`src/rtl/cmdq_pkg.sv`:
```
package cmdq_pkg;

  // Opcodes forwarded to the mapping executor; every other code retires
  // directly (raise 0x03, wipe 0x04, barrier 0x05, map-translation 0x0A,
  // map-identity 0x0B, drop 0x0F, and anything undefined).
  localparam logic [7:0] OP_MAP_DEV  = 8'h08;
  localparam logic [7:0] OP_MAP_COLL = 8'h09;

  localparam int unsigned REC_SHIFT = 5;   // 32-byte records
  localparam int unsigned REG_W     = 32;  // pointer register width

  typedef enum logic [1:0] {
    ST_IDLE,
    ST_FETCH,
    ST_KICK,
    ST_EXEC
  } seq_state_e;

  function automatic logic needs_exec(input logic [7:0] op);
    return (op == OP_MAP_DEV) || (op == OP_MAP_COLL);
  endfunction

endpackage

```
`src/rtl/cmdq_rst_sync.sv`:
```
module cmdq_rst_sync (
  input  logic clk,
  input  logic rst_n,
  output logic rst_n_sync
);

  logic [1:0] sync_q;

  always_ff @(posedge clk or negedge rst_n) begin
    if (!rst_n) begin
      sync_q <= 2'b00;
    end else begin
      sync_q <= {sync_q[0], 1'b1};
    end
  end

  assign rst_n_sync = sync_q[1];

endmodule

```
`src/rtl/cmdq_ptr_regs.sv`:
```
module cmdq_ptr_regs
  import cmdq_pkg::*;
#(
  parameter int unsigned IDX_W = 15
) (
  input  logic               clk,
  input  logic               rst_n,
  input  logic               wp_we,
  input  logic [REG_W-1:0]   wp_wdata,
  input  logic [IDX_W:0]     cfg_depth,
  input  logic [IDX_W-1:0]   rd_idx,
  input  logic               stall,
  output logic [IDX_W-1:0]   wr_idx,
  output logic               wr_ok,
  output logic [REG_W-1:0]   wp_rdata,
  output logic [REG_W-1:0]   rp_rdata
);

  localparam int unsigned IDX_LO = REC_SHIFT;
  localparam int unsigned IDX_HI = REC_SHIFT + IDX_W - 1;
  localparam int unsigned PAD_W  = REG_W - IDX_W - REC_SHIFT;

  logic [IDX_W-1:0] wr_idx_q;
  logic [IDX_W-1:0] wr_idx_d;
  logic             wr_idx_en;

  // Bits outside the index field (including the retry bit) are not stored.
  logic unused_wdata;
  assign unused_wdata = ^{wp_wdata[REG_W-1:IDX_HI+1], wp_wdata[IDX_LO-1:0]};

  always_comb begin
    wr_idx_en = wp_we;
    wr_idx_d  = wp_wdata[IDX_HI:IDX_LO];
  end

  always_ff @(posedge clk or negedge rst_n) begin
    if (!rst_n) begin
      wr_idx_q <= '0;
    end else if (wr_idx_en) begin
      wr_idx_q <= wr_idx_d;
    end
  end

  assign wr_idx   = wr_idx_q;
  assign wr_ok    = {1'b0, wr_idx_q} < cfg_depth;
  assign wp_rdata = {{PAD_W{1'b0}}, wr_idx_q, {REC_SHIFT{1'b0}}};
  assign rp_rdata = {{PAD_W{1'b0}}, rd_idx, {(REC_SHIFT-1){1'b0}}, stall};

endmodule

```
`src/rtl/cmdq_seq.sv`:
```
module cmdq_seq
  import cmdq_pkg::*;
#(
  parameter int unsigned IDX_W = 15,
  parameter int unsigned AW    = 48
) (
  input  logic               clk,
  input  logic               rst_n,
  input  logic               unit_en,
  input  logic [AW-1:0]      cfg_base,
  input  logic [IDX_W:0]     cfg_depth,
  input  logic [IDX_W-1:0]   wr_idx,
  input  logic               wr_ok,
  output logic [IDX_W-1:0]   rd_idx,
  output logic               stall,
  output logic               busy,
  output logic               mem_req,
  output logic [AW-1:0]      mem_addr,
  input  logic               mem_rvalid,
  input  logic [63:0]        mem_rdata,
  input  logic               mem_rerr,
  output logic               exe_start,
  output logic [7:0]         exe_opcode,
  input  logic               exe_done,
  input  logic               exe_err
);

  localparam int unsigned OFS_PAD = AW - IDX_W - REC_SHIFT;

  seq_state_e       state_q, state_d;
  logic [IDX_W-1:0] rd_q;
  logic [IDX_W-1:0] rd_wrap;
  logic             stall_q;
  logic [7:0]       op_q;

  logic             pending;
  logic             retire;
  logic             stall_set;
  logic             stall_clr;
  logic             op_ld;
  logic [7:0]       fetched_op;
  logic [IDX_W:0]   rd_plus;

  // Only the opcode byte of the first doubleword is consumed here.
  logic unused_rdata;
  assign unused_rdata = ^mem_rdata[63:8];

  assign fetched_op = mem_rdata[7:0];
  assign pending    = unit_en & ~stall_q & wr_ok & (rd_q != wr_idx);
  assign rd_plus    = {1'b0, rd_q} + {{IDX_W{1'b0}}, 1'b1};
  assign rd_wrap    = (rd_plus >= cfg_depth) ? '0 : rd_plus[IDX_W-1:0];

  // Next-state and enable decode
  always_comb begin
    state_d   = state_q;
    retire    = 1'b0;
    stall_set = 1'b0;
    op_ld     = 1'b0;
    unique case (state_q)
      ST_IDLE: begin
        if (pending) begin
          state_d = ST_FETCH;
        end
      end
      ST_FETCH: begin
        if (mem_rvalid) begin
          if (mem_rerr) begin
            stall_set = 1'b1;
            state_d   = ST_IDLE;
          end else if (needs_exec(fetched_op)) begin
            op_ld   = 1'b1;
            state_d = ST_KICK;
          end else begin
            retire  = 1'b1;
            state_d = ST_IDLE;
          end
        end
      end
      ST_KICK: begin
        state_d = ST_EXEC;
      end
      ST_EXEC: begin
        if (exe_done) begin
          if (exe_err) begin
            stall_set = 1'b1;
          end else begin
            retire = 1'b1;
          end
          state_d = ST_IDLE;
        end
      end
      default: state_d = ST_IDLE;
    endcase
  end

  assign stall_clr = ~unit_en & ~stall_set;

  // Registers
  always_ff @(posedge clk or negedge rst_n) begin
    if (!rst_n) begin
      state_q <= ST_IDLE;
    end else begin
      state_q <= state_d;
    end
  end

  always_ff @(posedge clk or negedge rst_n) begin
    if (!rst_n) begin
      rd_q <= '0;
    end else if (retire) begin
      rd_q <= rd_wrap;
    end
  end

  always_ff @(posedge clk or negedge rst_n) begin
    if (!rst_n) begin
      stall_q <= 1'b0;
    end else if (stall_set) begin
      stall_q <= 1'b1;
    end else if (stall_clr) begin
      stall_q <= 1'b0;
    end
  end

  always_ff @(posedge clk or negedge rst_n) begin
    if (!rst_n) begin
      op_q <= '0;
    end else if (op_ld) begin
      op_q <= fetched_op;
    end
  end

  // Outputs
  assign mem_req    = (state_q == ST_FETCH);
  assign mem_addr   = cfg_base + {{OFS_PAD{1'b0}}, rd_q, {REC_SHIFT{1'b0}}};
  assign exe_start  = (state_q == ST_KICK);
  assign exe_opcode = op_q;
  assign rd_idx     = rd_q;
  assign stall      = stall_q;
  assign busy       = (state_q != ST_IDLE) | pending;

endmodule

```
`src/rtl/cmdq_engine.sv`:
```
module cmdq_engine
  import cmdq_pkg::*;
#(
  parameter int unsigned IDX_W = 15,
  parameter int unsigned AW    = 48
) (
  input  logic               clk,
  input  logic               rst_n,
  input  logic               unit_en,
  input  logic [AW-1:0]      cfg_base,
  input  logic [IDX_W:0]     cfg_depth,
  input  logic               wp_we,
  input  logic [31:0]        wp_wdata,
  output logic [31:0]        wp_rdata,
  output logic [31:0]        rp_rdata,
  output logic               busy,
  output logic               mem_req,
  output logic [AW-1:0]      mem_addr,
  input  logic               mem_rvalid,
  input  logic [63:0]        mem_rdata,
  input  logic               mem_rerr,
  output logic               exe_start,
  output logic [7:0]         exe_opcode,
  output logic [AW-1:0]      exe_addr,
  input  logic               exe_done,
  input  logic               exe_err
);

  logic             rst_n_int;
  logic [IDX_W-1:0] wr_idx;
  logic             wr_ok;
  logic [IDX_W-1:0] rd_idx;
  logic             stall;

  cmdq_rst_sync u_rst_sync (
    .clk        (clk),
    .rst_n      (rst_n),
    .rst_n_sync (rst_n_int)
  );

  cmdq_ptr_regs #(.IDX_W(IDX_W)) u_ptr_regs (
    .clk       (clk),
    .rst_n     (rst_n_int),
    .wp_we     (wp_we),
    .wp_wdata  (wp_wdata),
    .cfg_depth (cfg_depth),
    .rd_idx    (rd_idx),
    .stall     (stall),
    .wr_idx    (wr_idx),
    .wr_ok     (wr_ok),
    .wp_rdata  (wp_rdata),
    .rp_rdata  (rp_rdata)
  );

  cmdq_seq #(.IDX_W(IDX_W), .AW(AW)) u_seq (
    .clk        (clk),
    .rst_n      (rst_n_int),
    .unit_en    (unit_en),
    .cfg_base   (cfg_base),
    .cfg_depth  (cfg_depth),
    .wr_idx     (wr_idx),
    .wr_ok      (wr_ok),
    .rd_idx     (rd_idx),
    .stall      (stall),
    .busy       (busy),
    .mem_req    (mem_req),
    .mem_addr   (mem_addr),
    .mem_rvalid (mem_rvalid),
    .mem_rdata  (mem_rdata),
    .mem_rerr   (mem_rerr),
    .exe_start  (exe_start),
    .exe_opcode (exe_opcode),
    .exe_done   (exe_done),
    .exe_err    (exe_err)
  );

  assign exe_addr = mem_addr;

endmodule

```
`config.mk`:
```
export PLATFORM = sky130hd
export DESIGN_NAME = cmdq_engine
export DESIGN_NICKNAME = d
export VERILOG_FILES = /design/src/rtl/cmdq_pkg.sv /design/src/rtl/cmdq_rst_sync.sv /design/src/rtl/cmdq_ptr_regs.sv /design/src/rtl/cmdq_seq.sv /design/src/rtl/cmdq_engine.sv
export SDC_FILE = /design/constraint.sdc
export NUM_CORES = 1
export LEC_CHECK = 0
export BUFFER_PORTS_ARGS = -buffer_cell sky130_fd_sc_hd__clkbuf_2
export CAP_MARGIN = 30
export CORE_AREA = 2 2 132 134
export CTS_CLUSTER_SIZE = 16
export DETAILED_ROUTE_END_ITERATION = 8
export DIE_AREA = 0 0 134 136
export PLACE_DENSITY = 0.72
export SLEW_MARGIN = 20
export SYNTH_ARGS = -nofsm -noshare
export SYNTH_HDL_FRONTEND = slang
export SYNTH_SLANG_ARGS = --single-unit
```
`constraint.sdc`:
```
create_clock -name clk -period 3.15 [get_ports clk]
set_clock_uncertainty 0.1 [all_clocks]
set_input_delay 0.1575 -clock clk [delete_from_list [all_inputs] [get_ports clk]]
set_output_delay 0.1575 -clock clk [all_outputs]
set_load 0.005 [all_outputs]
```
Yosys cells after proc, flatten, opt, wreduce, memory -nomap -nowiden
Index checks and enable logic that the tools add are counted.
Word-level totals
  register bits after elaboration: 43
  output and inout bits: 171
Cells by class
  add/sub/neg operators: 2
  order comparisons: 2
  eq/ne operators: 9
  multiplexer cells: 24
  bitwise gates (word level): 8
  reductions and logical operators: 5
Operators by type and width (count)
  adder 48 x 20 -> 48 bit: 1
  adder 15 x 1 -> 16 bit (second input constant): 1
  == test 8 x 4 -> 1 bit (second input constant): 2
  greater-or-equal comparator 16 bit: 1
  less-than comparator 15 x 16 -> 1 bit: 1
  two-way mux 1 bit: 15
  two-way mux 15 bit: 1
  inequality test 15 bit: 1
  two-way mux 2 bit: 5
  case mux 2 bit (4 select lines): 1
  AND 1 bit: 4
  == test 2 bit (second input constant): 2
  inequality test 2 x 1 -> 1 bit (second input constant): 2
  case mux 1 bit (2 select lines): 2
  nonzero test 2 bit: 2
  NOT 1 bit: 3
  AND reduction 3 bit: 1
  == test 2 x 1 -> 1 bit (second input constant): 1
  logical NOT 2 bit: 1
  inequality test 2 bit (second input constant): 1
  logical OR 1 bit: 1
  OR 1 bit: 1

Longest topological paths before layout
  depth in word-level cells: 7
  depth in mapped cells: 13
  mapped depth without buffers: 12

Cells and area by module
Synthesis repeated with hierarchy kept, for this count alone.
Unflattened totals
  cells, all modules: 601
  area total of the unflattened synthesis: 5116.2 sq um
Modules (own cells, without submodules)
  cmdq_seq: times used 1, cells an instance 405, area an instance 3294.4 sq um
  cmdq_ptr_regs: times used 1, cells an instance 145, area an instance 1407.6 sq um
  cmdq_engine: times used 1, cells an instance 48, area an instance 360.3 sq um
  cmdq_rst_sync: times used 1, cells an instance 3, area an instance 53.8 sq um

Least setup slack after synthesis
Ideal clock, no wire load.
  kind: flip-flop to flip-flop
  start point: register u_seq.rd_q[1] (netlist: u_seq.rd_idx[1])
  end point: register u_seq.rd_q[13] (netlist: u_seq.rd_idx[13])
  setup time: 0.121 ns
  arrival: 3.052 ns
  required time: 2.929 ns
  setup slack: -0.123 ns
  cell stages (with the launch flop): 14
  buffers on the path: 1
  period minus slack after synthesis: 3.273 ns
  path through: dfrtp_1 > ha_1 > and3_1 > nand3_2 > nor3_1 > xnor2_1 > ha_1 > nand4_1 > a211oi_1 > o21ai_0 > a21oi_1 > buf_2 > o31ai_1 > a22o_1
On the way
  cells in the longest elaborated chain, start to end: 3
RTL lines
  start, declared: RTL line cmdq_seq.sv:31  | logic [IDX_W-1:0] rd_q;
  start signal, assigned: RTL line cmdq_seq.sv:111  | rd_q <= rd_wrap;
  adder 15 x 1 -> 16 bit *: RTL line cmdq_seq.sv:50  | assign rd_plus = {1'b0, rd_q} + {{IDX_W{1'b0}}, 1'b1};
  greater-or-equal comparator 16 bit: RTL line cmdq_seq.sv:51  | assign rd_wrap = (rd_plus >= cfg_depth) ? '0 : rd_plus[IDX_W-1:0];
  two-way mux 15 bit *: RTL line cmdq_seq.sv:51
Mark *: on every way between the ends. The rest lies on a longest branch, timed or not.
A chain may end at the register's enable or synchronous reset.

Worst setup path after layout
  start point: register u_seq.rd_q[0] (netlist: u_seq.rd_idx[0])
  end point: output port mem_addr[45]
On the way
  cells in the longest elaborated chain, start to end: 1
RTL lines
  adder 48 x 20 -> 48 bit: RTL line cmdq_seq.sv:135  | assign mem_addr = cfg_base + {{OFS_PAD{1'b0}}, rd_q, {REC_SHIFT{1'b0}}};
  end, declared: RTL line cmdq_engine.sv:18  | output logic [AW-1:0] mem_addr,
Every way passes these cells.

==> impl_metrics.toml <==
[timing]
setup_viol = 0
worst_pin_slew_ns = 0.821
relSlewSlack_pct = 45.1
tns_ns = 0
hold_viol = 0
max_freq_ghz = 0.322
min_period_over_period_pct = 98.7
min_period_ns = 3.11
slew_viol_final = 0
grt_setup_unrepaired = "true"

[clocking]
cts-root-buf = "clkbuf_16"
ctsLongestPathBuffers = 2
insertion_delay_ns = 0.28
cts_tree = "built"
cts_made_buffers = 5
cts.htree.levels = 2
clk_pin_slew_ns = 0.06
clock-sinks = 43

[global_routing]
grtUsageTotal_pct = 16.0
grt_pass1_wl_mm = 23.1
antenna_found_initial = 0
grt_pass1_vias = 4525
grt_max_degree = 24
overflow = 0

[place]
placement.io_buffers = 217
dp_hpwl_mm = 13.2
routabilityCongestion = 0.921
dpl_cell_area_um2 = 5970

[setup_path]
worst_setup_path_end_kind = "primary output"
crit_arrival_ns = 2.85
rr_startpoint = "u_seq.rd_idx[4]"
crit_fanout = 5
cp-start-kind = "flop"
crit_type = "flop to primary output"
r2r_setup_slack_ns = 0.15
rr_endpoint = "u_seq.rd_idx[0]"
reg2regPathDepth = 12
required_ns = 2.89

[detailed_routing]
dr.pass1.iters = 4
antenna_left = 0
drt-total-wl_mm = 15.8
viasPerCell = 4.82
drc = 0
wl_per_cell_um = 15.7
drt-initial-drc-count = 184
num_vias = 4860

[hold_path]
hold_start = "wp_wdata[7]"
hold_end = "u_ptr_regs.wr_idx[2]"
hold_path_depth = 2
hold_path_class = "input pin to flop"

[yosys]
synth_warnings = 0
ys.flop_type = "dfrtp_1"
synth_edf_count = 0
synthCells = 578
async_reset_ff_share_pct = 100
avgSynthCellArea_um2 = 8.60
synth_cell_type_count = 61
synth-seq-cells = 43
ys_seq_area_share_pct = 21.7
syn_area_um2 = 4970

[floorplanning]
core_um2 = 16900
die_area_um2 = 18200
die_w_um = 134
die_h_um = 136
start_util_pct = 29.4
ios = 339
rows = 48

[power_and_ir_drop]
p_total_mw = 2.47
leakage_nw = 3.38
powerDensity_nw_per_um2 = 376
irDropWorstVdd_mv = 0.283

[cells_and_area]
nets = 998
syn2layout_area_growth_pct = 32.2
finalInstanceArea_um2 = 6570
drive_gt1_share_pct = 44.5
diodes = 0

[flow_run]
max_cap_violations = 0

[run_status]
status = "finished, final reports clean"
Yosys cell counts, types with 3 or more instances:
cell type | instances | share of area (%)
clkbuf_1 | 3 | 0.23
nor4_1 | 9 | 1.1
a21oi_1 | 23 | 2.3
nand2b_1 | 4 | 0.50
o31ai_1 | 7 | 1.1
a211oi_1 | 5 | 0.76
a22o_1 | 6 | 1.1
dfrtp_1 | 43 | 22
a21o_1 | 12 | 1.8
nor3b_1 | 5 | 0.76
and2_1 | 10 | 1.3
nand3_1 | 17 | 1.7
o21ai_0 | 21 | 2.1
and4_1 | 5 | 0.88
nor2b_1 | 4 | 0.50
and3_1 | 8 | 1.0
a31o_2 | 3 | 0.53
buf_4 | 88 | 13
ha_1 | 46 | 12
mux2_2 | 17 | 3.9
o211ai_1 | 6 | 0.91
nor2_1 | 24 | 1.8
nand2_1 | 42 | 3.2
buf_2 | 7 | 0.71
xnor2_1 | 50 | 8.8
nand4_1 | 16 | 2.0
inv_1 | 27 | 2.0
xor2_1 | 18 | 3.2
nor3_1 | 10 | 1.0
cell families (layout without fill, tap and decap cells):
family / Yosys count / in the layout / synth area share [%]
AOI/OAI and AO/OA: 103 / 104 / 14.2
xor gates and xnor gates: 68 / 68 / 12.0
adders and majority gates: 47 / 47 / 12.0
buffers and inverters: 128 / 301 / 16.7
DFF: 43 / 43 / 21.7
muxes: 17 / 17 / 3.85
other: 2 / 34 / 0.151
and+or+nand+nor: 170 / 170 / 19.4
area by class of cell:
type | instances | area (um^2)
Clock buffer | 6 | 129
Clock inverter | 2 | 12.5
Fill cell | 1706 | 10300
Inverter | 27 | 101
Multi-Input combinational cell | 440 | 3460
Sequential cell | 43 | 1080
Tap cell | 225 | 282
Timing Repair Buffer | 266 | 1510
per-layer routing:
| layer | vias up | track usage, % | part of all wire [%] |
|---|---|---|---|
| li1 | 2348 | - | - |
| met1 | 2249 | 17.7 | 39 |
| met2 | 240 | 31.1 | 52 |
| met3 | 23 | 3.02 | 7.3 |
| met4 | 0 | 3.96 | 1.6 |
| met5 | - | 0 | 0 |
layout by cell type, fill, tap and decap left out, types with 5 or more instances in the layout:
master and instances:
a21o_1 12, a21oi_1 20, a22o_1 6, and2_1 10
and3_1 7, and4_1 5, buf_2 27, buf_4 38
buf_6 10, clkbuf_16 5, clkbuf_2 188, conb_1 34
dfrtp_1 42, ha_1 38, inv_1 27, mux2_2 16
nand2_1 41, nand3_1 16, nand4_1 16, nor2_1 21
nor3_1 6, nor4_1 5, nor4_2 5, o211ai_1 6
o21ai_0 17, o31ai_1 7, xnor2_1 45, xnor2_2 5
xor2_1 18
worst max-delay path by stage:
stage / from / slack (ns) / end
final: u_seq.rd_idx[0] / 0.04 / mem_addr[45]
after CTS: u_seq.rd_idx[0] / -0.21 / mem_addr[43]
after global placement: u_seq.rd_idx[0] / 0.04 / exe_addr[37]
after global routing: u_seq.rd_idx[0] / -0.09 / mem_addr[45]
after detailed placement: u_seq.rd_idx[0] / 0.02 / exe_addr[37]
after floorplan: u_seq.rd_idx[1] / 0.06 / u_seq.rd_idx[13]
what timing repair did:
| item | in CTS | in global routing |
|---|---|---|
| hold buffers | 2 | 0 |
| setup endpoints to repair | 35 | 65 |
| resized for setup | 12 | 79 |
| cloned | 0 | 1 |
| endpoints found under the hold margin | 3 | 0 |
| buffers inserted | 7 | 8 |
| pin swaps | 9 | 29 |
through the flow:
step / util, % / worst slack [ns] / hold WS (ns) / cells
CTS: 37.0 / -0.206 / 0.00160 / 999
global route: 38.9 / -0.0950 / 0.00181 / 1009
global placement: 35.4 / 0.0364 / -0.151 / 982
finish: 38.9 / 0.0410 / 0.00387 / 1009
detailed placement: 35.4 / 0.0156 / -0.145 / 982
floorplan: - / 0.0604 / -0.238 / 610
critical path, stage by stage (launching register included):
cell and delay, ns:
dfrtp_1 0.39, buf_6 0.13, ha_4 0.15, fa_2 0.35, a21o_1 0.20, a221o_1 0.36
a32o_2 0.30, nor3_4 0.12, buf_6 0.15, nor3b_2 0.05, xnor2_1 0.22, buf_2 0.16
flip-flops by register name (all words and copies together) (netlist names), named ones only:
| signal | flops |
|---|---|
| u_ptr_regs.wr_idx | 15 |
| u_seq.rd_idx | 15 |
| u_seq.exe_opcode | 8 |
| u_seq.stall | 1 |
| u_seq.state_q | 1 |
| u_rst_sync.sync_q | 2 |
report_power, final:
part | leakage, nW | internal [mW] | switching, mW
registers | 0.541 | 0.611 | 0.0768
logic | 2.77 | 0.642 | 0.633
clock network | 0.0669 | 0.293 | 0.213
(Power assumes the default switching activity.)
